<file path="src/rtl/lof_pkg.sv">
package lof_pkg;
    localparam int REG_AW  = 2;
    localparam int REG_DW  = 8;
    localparam int LOF_BIT = 2;

    localparam logic [REG_AW-1:0] ADDR_LIVE = 2'd0;
    localparam logic [REG_AW-1:0] ADDR_CHG  = 2'd1;
    localparam logic [REG_AW-1:0] ADDR_EN   = 2'd2;
    localparam logic [REG_AW-1:0] ADDR_THR  = 2'd3;
endpackage

</file>
<file path="src/rtl/lof_fsm.sv">
module lof_fsm #(
    parameter int DECLARE_FRAMES = 24,
    parameter int THR_W          = 4
) (
    input  logic             clk,
    input  logic             rst_n,
    input  logic             frame_stb,
    input  logic             framing_ok,
    input  logic             sef_active,
    input  logic [THR_W-1:0] thr,
    output logic             lof,
    output logic             chg
);
    localparam int SEF_W = $clog2(DECLARE_FRAMES + 1);

    typedef struct packed {
        logic             lof;
        logic             chg;
        logic [SEF_W-1:0] sef_cnt;
        logic [THR_W-1:0] good_cnt;
    } fsm_state_t;

    fsm_state_t s_d, s_q;
    logic [THR_W:0] eff_thr;
    logic [THR_W:0] good_next;

    always_comb begin
        eff_thr   = (thr == '0) ? (THR_W+1)'(1) : {1'b0, thr};
        good_next = {1'b0, s_q.good_cnt} + (THR_W+1)'(1);
        s_d       = s_q;
        s_d.chg   = 1'b0;
        if (frame_stb) begin
            if (!s_q.lof) begin
                if (sef_active) begin
                    if (s_q.sef_cnt == SEF_W'(DECLARE_FRAMES - 1)) begin
                        s_d.lof      = 1'b1;
                        s_d.chg      = 1'b1;
                        s_d.sef_cnt  = '0;
                        s_d.good_cnt = '0;
                    end else begin
                        s_d.sef_cnt = s_q.sef_cnt + SEF_W'(1);
                    end
                end else begin
                    s_d.sef_cnt = '0;
                end
            end else begin
                if (sef_active || !framing_ok) begin
                    s_d.good_cnt = '0;
                end else if (good_next >= eff_thr) begin
                    s_d.lof      = 1'b0;
                    s_d.chg      = 1'b1;
                    s_d.good_cnt = '0;
                    s_d.sef_cnt  = '0;
                end else begin
                    s_d.good_cnt = good_next[THR_W-1:0];
                end
            end
        end
    end

    always_ff @(posedge clk or negedge rst_n) begin
        if (!rst_n) s_q <= '0;
        else        s_q <= s_d;
    end

    assign lof = s_q.lof;
    assign chg = s_q.chg;

    p_move_on_strobe_r9: assert property (@(posedge clk) disable iff (!rst_n)
        !$stable(s_q.lof) |-> $past(frame_stb));
    p_declare_needs_sef_r2: assert property (@(posedge clk) disable iff (!rst_n)
        $rose(s_q.lof) |-> $past(sef_active));
    p_no_clear_under_sef_r3: assert property (@(posedge clk) disable iff (!rst_n)
        $fell(s_q.lof) |-> (!$past(sef_active) && $past(framing_ok)));
    p_chg_marks_move_r6: assert property (@(posedge clk) disable iff (!rst_n)
        s_q.chg |-> !$stable(s_q.lof));
endmodule

</file>
<file path="src/rtl/lof_regs.sv">
module lof_regs
    import lof_pkg::*;
#(
    parameter int              THR_W        = 4,
    parameter logic [THR_W-1:0] RESET_THRESH = 4'd8
) (
    input  logic              clk,
    input  logic              rst_n,
    input  logic              reg_wr,
    input  logic              reg_rd,
    input  logic [REG_AW-1:0] reg_addr,
    input  logic [REG_DW-1:0] reg_wdata,
    input  logic              lof_live,
    input  logic              lof_chg,
    output logic [REG_DW-1:0] reg_rdata,
    output logic [THR_W-1:0]  thr,
    output logic              irq_n
);
    typedef struct packed {
        logic [REG_DW-1:0] stat;
        logic [REG_DW-1:0] en;
        logic [THR_W-1:0]  thr;
    } reg_state_t;

    reg_state_t r_d, r_q;
    logic rd_clear;
    logic [REG_DW-1:0] events;

    always_comb begin
        rd_clear = reg_rd && (reg_addr == ADDR_CHG);
        events   = '0;
        events[LOF_BIT] = lof_chg;
        r_d = r_q;
        if (rd_clear) r_d.stat = '0;
        r_d.stat = r_d.stat | events;
        if (reg_wr && reg_addr == ADDR_EN)  r_d.en  = reg_wdata;
        if (reg_wr && reg_addr == ADDR_THR) r_d.thr = reg_wdata[THR_W-1:0];
    end

    always_ff @(posedge clk or negedge rst_n) begin
        if (!rst_n) begin
            r_q.stat <= '0;
            r_q.en   <= '0;
            r_q.thr  <= RESET_THRESH;
        end else begin
            r_q <= r_d;
        end
    end

    always_comb begin
        reg_rdata = '0;
        case (reg_addr)
            ADDR_LIVE: reg_rdata[LOF_BIT] = lof_live;
            ADDR_CHG:  reg_rdata = r_q.stat;
            ADDR_EN:   reg_rdata = r_q.en;
            default:   reg_rdata[THR_W-1:0] = r_q.thr;
        endcase
    end

    assign thr   = r_q.thr;
    assign irq_n = ~(|(r_q.stat & r_q.en));

    p_keep_on_read_r7: assert property (@(posedge clk) disable iff (!rst_n)
        (lof_chg && rd_clear) |=> r_q.stat[LOF_BIT]);
    p_clear_on_read_r7: assert property (@(posedge clk) disable iff (!rst_n)
        (rd_clear && !lof_chg) |=> (r_q.stat == '0));
    p_irq_on_enabled_r8: assert property (@(posedge clk) disable iff (!rst_n)
        (lof_chg && r_q.en[LOF_BIT] && !(reg_wr && reg_addr == ADDR_EN)) |=> !irq_n);
    p_event_latched_r6: assert property (@(posedge clk) disable iff (!rst_n)
        lof_chg |=> r_q.stat[LOF_BIT]);
endmodule

</file>
<file path="src/rtl/lof_monitor_top.sv">
module lof_monitor_top #(
    parameter int         DECLARE_FRAMES = 24,
    parameter logic [3:0] RESET_THRESH   = 4'd8
) (
    input  logic       clk,
    input  logic       rst_n,
    input  logic       frame_stb,
    input  logic       framing_ok,
    input  logic       sef_active,
    input  logic       reg_wr,
    input  logic       reg_rd,
    input  logic [1:0] reg_addr,
    input  logic [7:0] reg_wdata,
    output logic [7:0] reg_rdata,
    output logic       irq_n
);
    localparam int THR_W = 4;

    logic             lof_live;
    logic             lof_chg;
    logic [THR_W-1:0] thr;

    lof_fsm #(
        .DECLARE_FRAMES(DECLARE_FRAMES),
        .THR_W         (THR_W)
    ) u_fsm (
        .clk       (clk),
        .rst_n     (rst_n),
        .frame_stb (frame_stb),
        .framing_ok(framing_ok),
        .sef_active(sef_active),
        .thr       (thr),
        .lof       (lof_live),
        .chg       (lof_chg)
    );

    lof_regs #(
        .THR_W       (THR_W),
        .RESET_THRESH(RESET_THRESH)
    ) u_regs (
        .clk      (clk),
        .rst_n    (rst_n),
        .reg_wr   (reg_wr),
        .reg_rd   (reg_rd),
        .reg_addr (reg_addr),
        .reg_wdata(reg_wdata),
        .lof_live (lof_live),
        .lof_chg  (lof_chg),
        .reg_rdata(reg_rdata),
        .thr      (thr),
        .irq_n    (irq_n)
    );
endmodule

</file>
<file path="config.mk">
export PLATFORM = sky130hd
export DESIGN_NAME = lof_monitor_top
export DESIGN_NICKNAME = d
export VERILOG_FILES = /design/src/rtl/lof_pkg.sv /design/src/rtl/lof_fsm.sv /design/src/rtl/lof_regs.sv /design/src/rtl/lof_monitor_top.sv
export SDC_FILE = /design/constraint.sdc
export NUM_CORES = 1
export LEC_CHECK = 0
export BUFFER_PORTS_ARGS = -buffer_cell sky130_fd_sc_hd__buf_2
export CAP_MARGIN = 20
export CORE_ASPECT_RATIO = 1.1
export CORE_MARGIN = 5
export CORE_UTILIZATION = 24
export CTS_CLUSTER_SIZE = 28
export DETAILED_ROUTE_END_ITERATION = 12
export PLACE_DENSITY_LB_ADDON = 0.1
export SLEW_MARGIN = 20
export SYNTH_ARGS = -nofsm -noshare
export SYNTH_HDL_FRONTEND = slang
export SYNTH_SLANG_ARGS = --single-unit
export TNS_END_PERCENT = 20
</file>
<file path="constraint.sdc">
create_clock -name clk -period 3.2 [get_ports clk]
set_clock_uncertainty 0.15 [all_clocks]
set_input_delay 0.64 -clock clk [delete_from_list [all_inputs] [get_ports clk]]
set_output_delay 0.64 -clock clk [all_outputs]
set_load 0.01 [all_outputs]
</file>
# [After elaboration in Yosys (flattened, before gate mapping)]
# Cells that the tools add are included.
[word_totals] ff_bits=31 latchBits=0 ram_bits=0 romBits=0 out_inout_bits=9 word_cells=49 mem_count=0
[classes] add_sub_neg=2 n_mul=0 div_mod_pow=0 n_lt_le_gt_ge=1 eq_ne=6 n_shift=0 muxes=18 bitwise_logic=3 reduce_logical=12
[ops] operator="$mux 4" n=5
[ops] operator="$mux 7" n=2
[ops] operator="$mux 11" n=1
[ops] operator="$mux 10" n=1
[ops] operator="$mux 5" n=2
[ops] operator="$and 8x8->8" n=1
[ops] operator="$mux 8" n=1
[ops] operator="$or 8x3->8" n=1
[ops] operator="$pmux 4 s2" n=1
[ops] operator="$reduce_or 8->1" n=1
[ops] operator="$pmux 1 s3" n=2
[ops] operator="$pmux 2 s3" n=1
[ops] operator="$reduce_and 3->1" n=2
[ops] operator="$add 4x1->5 const B" n=1
[ops] operator="$add 5x1->5 const B" n=1
[ops] operator="$eq 5x5->1 const B" n=1
[ops] operator="$ge 5x5->1" n=1
[ops] operator="$eq 2x2->1 const B" n=2
[ops] operator="$logic_not 4->1" n=1
[ops] operator="$mux 2" n=2
[ops] operator="$ne 2x2->1 const B" n=2
[ops] operator="$reduce_bool 2->1" n=2
[ops] operator="$logic_and 1x1->1" n=3
[ops] operator="$eq 2x1->1 const B" n=1
[ops] operator="4 further kinds" n=4

# [Logic depth before layout (Yosys ltp)]
[logic_depth] depth_word=7 ltp_mapped=7 ltp_nobuf=7

# [Cells and area by module]
# A second synthesis with hierarchy kept.
[unflattened] cells_unflattened=126 hier_area_um2=1441.4
[modules_own_cells] module="lof_fsm" n_inst=1 cells_per_inst=79 area_each_um2=757.0 seq_area_each_um2=275.3
[modules_own_cells] module="lof_regs" n_inst=1 cells_per_inst=47 area_each_um2=684.4 seq_area_each_um2=326.6

# [Least setup slack after synthesis]
# Ideal clock, no wire load.
[synth_timing] kind="input to output" startpoint="input port reg_addr[0]" endpoint="output port reg_rdata[2]" t_arrival_ns=1.358 t_required_ns=2.410 path_slack_ns=1.052 stages=2 n_path_buf=1 cell_sequence="buf_2 mux4_2"
[synth_between] elab_chain_len=2 word_cells_on_any_way=4 cone_classes="eq/ne: 2; mux: 1; reduce/logical: 1"
[synth_rtl] element="start, declared" line="lof_monitor_top.sv:12" rtl="input logic [1:0] reg_addr,"
[synth_rtl] element="$eq 2x2->1 (tied with other cells)" line="lof_regs.sv:52" rtl="case (reg_addr)"
[synth_rtl] element="$pmux 1 s3 *" line="lof_regs.sv:52"
[synth_rtl] element="end, declared" line="lof_monitor_top.sv:14" rtl="output logic [7:0] reg_rdata,"
# Every way passes the cells marked *; elsewhere a longest branch is shown, timed or not.

# [Worst setup path after layout]
[layout_timing] startpoint="register u_fsm.s_q[0] in the netlist's numbering" endpoint="register u_fsm.s_q[0] in the netlist's numbering"
[layout_between] elab_chain_len=5
[layout_rtl] element="start, declared" line="lof_fsm.sv:23" rtl="fsm_state_t s_d, s_q;"
[layout_rtl] element="start signal, assigned" line="lof_fsm.sv:62" rtl="if (!rst_n) s_q <= '0;"
[layout_rtl] element="start signal, assigned" line="lof_fsm.sv:63" rtl="else s_q <= s_d;"
[layout_rtl] element="$add 4x1->5 *" line="lof_fsm.sv:29" rtl="good_next = {1'b0, s_q.good_cnt} + (THR_W+1)'(1);"
[layout_rtl] element="$ge 5x5->1" line="lof_fsm.sv:49" rtl="end else if (good_next >= eff_thr) begin"
[layout_rtl] element="$mux 4 *" line="lof_fsm.sv:49"
[layout_rtl] element="$mux 4 *" line="lof_fsm.sv:47" rtl="if (sef_active || !framing_ok) begin"
[layout_rtl] element="$mux 11 *" line="lof_fsm.sv:33" rtl="if (!s_q.lof) begin"
# Marks and branches as above.
# A chain may end at the register's enable or synchronous reset.

==> results.cfg <==
[route]
drc = 0
dr_wl_met3_um = 180
antenna_left = 0
highest_layer = met4
avgViaCountPerCell = 4.42
route.met2.wl_mm = 1.24
vias = 986
first_pass_iters = 2
routed_wl_mm = 2.85
met1_length_mm = 1.40
drt-initial-drc-count = 27
post_drt_wl_per_cell_um = 12.8

[synth]
syn_nets = 143
synth.distinct_cells = 45
synth_seq_area_share_pct = 42.3
ys_seq_elements = 24
avgSynthCellArea_um2 = 11.9
syn_inst = 120
syn_area_um2 = 1420
yosysWarnings = 0

[sta]
rsz0062_at_grt = no
min_period_ns = 2.27
finalCritPeriodShare_pct = 70.9
setup_tns_ns = 0
hold_viol_final = 0
finalSetupViolCount = 0
timing.slew.headroom_pct = 62.8
drv_slew = 0
fmax_mhz = 440
tightest_slew_ns = 0.558
layout_setup_ws_ns = 0.930

[flow_run]
drv_cap = 0

[final_layout]
nets = 170
multi_input_area_um2 = 769
antenna_cells = 0
drive_above_1_share_pct = 37.7
fillers = 611
regArea_um2 = 602
layout_commonest_cell = buf_2
final_cell_mix = buf_2 (25), dfrtp_1 (23), mux2_2 (11)
final_area_um2 = 1650
areaGrowthSynthToFinish_pct = 16.2

[floorplan]
die_w_um = 83.4
num_rows = 29
dieArea_um2 = 7570
initial_core_util_pct = 24.7
ioPinCount = 26
coreArea_um2 = 5770
die-height_um = 90.8

[setup_path]
crit_type = reg -> reg
critPathSlowestCell = a2111oi_4
path_cells = ha_1 -> xor2_1 -> ha_1 -> a21oi_2 -> o21ai_2 -> a2111oi_4 -> mux2_2
crit_arrival_ns = 2.32
worst_setup_path_start_kind = flip-flop
end_kind = flip-flop
crit_path_frequent_cell = ha_1
cp.required_ns = 3.25
cp_max_fo = 6
critPathMaxStageDelay_ns = 0.43
r2r_slack_ns = 0.93

[placed_design]
dp_worst_setup_slack_ns = 0.923
dp_hpwl_mm = 2.26
placed_area_um2 = 1610
globalplace.congestion = 0.747
io_buffers = 25

[global_route]
antenna_found_initial = 0
grt_max_degree = 25
grt_pass1_vias = 1054
grt_usage_pct = 8.03
grt-ovfl-total = 0
grt_pass1_wl_mm = 5.00

[cts]
clk_latency_ns = 0.26
clockRootBuffer = clkbuf_8
ctsResizeCount = 0
cts.htree.levels = 1
hold_buffers = 0
cts_tree = built
path_clk_slew_ns = 0.08
clockBufferDepth = 2
cts_sinks = 24
cts_post_setup_buffers_inserted = 0
cts_buffers = 3

[power]
seq_power_share_pct = 52.1
intPower_uw = 541
clkPwrFrac_pct = 23.5
switching_power_uw = 222
p_comb_share_pct = 24.3
power.density_nw_per_um2 = 462
switching_share_pct = 29.1
ir_drop_uv = 137
leakage_uw = 0.000788

[status]
status = finished clean

[worst_hold_path]
hp-class = in -> async
==> path summary, 6_finish.rpt <==
kind / from / to / cells past startpoint
max: u_fsm.s_q[0]$_DFFE_PN0P_ / u_fsm.s_q[0]$_DFFE_PN0P_ / 7
min: rst_n / u_regs.thr[0]$_DFFE_PN0P_ / 1
max reg2reg: u_fsm.s_q[0]$_DFFE_PN0P_ / u_fsm.s_q[0]$_DFFE_PN0P_ / 7
min reg2reg: u_fsm.chg$_DFF_PN0_ / u_regs.r_q[14]$_DFF_PN0_ / 1
max in group asynchronous: rst_n / u_regs.thr[3]$_DFFE_PN1P_ / 1
min in group clk: u_fsm.chg$_DFF_PN0_ / u_regs.r_q[14]$_DFF_PN0_ / 1
==> cell type report <==
cell class | instances | share of cell area (%)
multi-input combinational | 89 | 46.6
sequential | 24 | 36.4
timing repair buffer | 25 | 7.57
tap | 77 | 5.83
clock buffer | 4 | 2.73
inverter | 4 | 0.908
==> per-stage QoR <==
stage	instances	hold slack (ns)	utilization (%)	total power, uW
CTS	223	0.232	28.6	781
finish	223	0.211	28.6	763
detailed placement	219	0.270	27.9	595
floorplan	120	0.194	-	534
global placement	219	0.265	27.9	589
global route	223	0.259	28.6	823
==> state kept, by name, summed over array words and instances, names as in the netlist <==
name        flops
u_fsm.s_q       9
u_regs.thr      4
u_regs.r_q      9
u_fsm.lof       1
u_fsm.chg       1
==> logic make-up after synthesis <==
logic type,Yosys count,synth area share [%]
and+or+nand+nor,40,17.5
DFF,24,42.3
AOI/OAI and AO/OA,22,14.3
muxes,19,15.7
buffers and inverters,7,3.61
adders and majority gates,6,5.28
xor gates and xnor gates,2,1.23
==> synthesized netlist by cell type, drive strengths merged <==
cell | number | area (um^2)
dfrtp | 23 | 576
mux2 | 14 | 161
nand2 | 12 | 55.1
ha | 6 | 75.1
nor2b | 6 | 42.5
a22o | 5 | 43.8
a21oi | 4 | 23.8
and2 | 4 | 25.0
inv | 4 | 15.0
mux2i | 4 | 40.0
nand3 | 4 | 20.0
o21ai | 4 | 23.8
buf | 3 | 36.3
nand2b | 3 | 26.3
nor3b | 3 | 22.5
a21o | 2 | 22.5
and4b | 2 | 23.8
nor2 | 2 | 7.51
a2111oi | 1 | 27.5
a211o | 1 | 8.76
a22oi | 1 | 12.5
a31o | 1 | 8.76
a32o | 1 | 10.0
and3 | 1 | 6.26
dfstp | 1 | 26.3
mux4 | 1 | 22.5
nand3b | 1 | 7.51
nand4 | 1 | 6.26
nor4 | 1 | 6.26
o211ai | 1 | 12.5
o32a | 1 | 10.0
xnor2 | 1 | 8.76
xor2 | 1 | 8.76
==> layer usage <==
| metal | track usage [%] | vias up |
|---|---|---|
| met5 | 0 | - |
| met4 | 2.86 | 0 |
| met3 | 2.46 | 2 |
| met2 | 12.5 | 22 |
| met1 | 10.5 | 461 |
| li1 | - | 501 |
==> worst max-delay path: cells and delay by family, from the launching register on <==
kind / cells / cell delay (ns)
multiplexers: 1 / 0.22
AO/OA/AOI/OAI: 3 / 0.69
XOR/XNOR: 1 / 0.16
flip-flops: 1 / 0.42
adder cells (fa/ha/maj): 2 / 0.58
==> power groups by stage <==
stage                     Clock, uW  Sequential (uW)  Combinational [uW]
final                           180              398                 186
after global routing            205              407                 211
after CTS                       193              399                 190
after detailed placement          0              404                 191
after global placement            0              404                 185
after floorplan                   0              390                 144
Note: power is estimated with default switching activity, not from simulation.
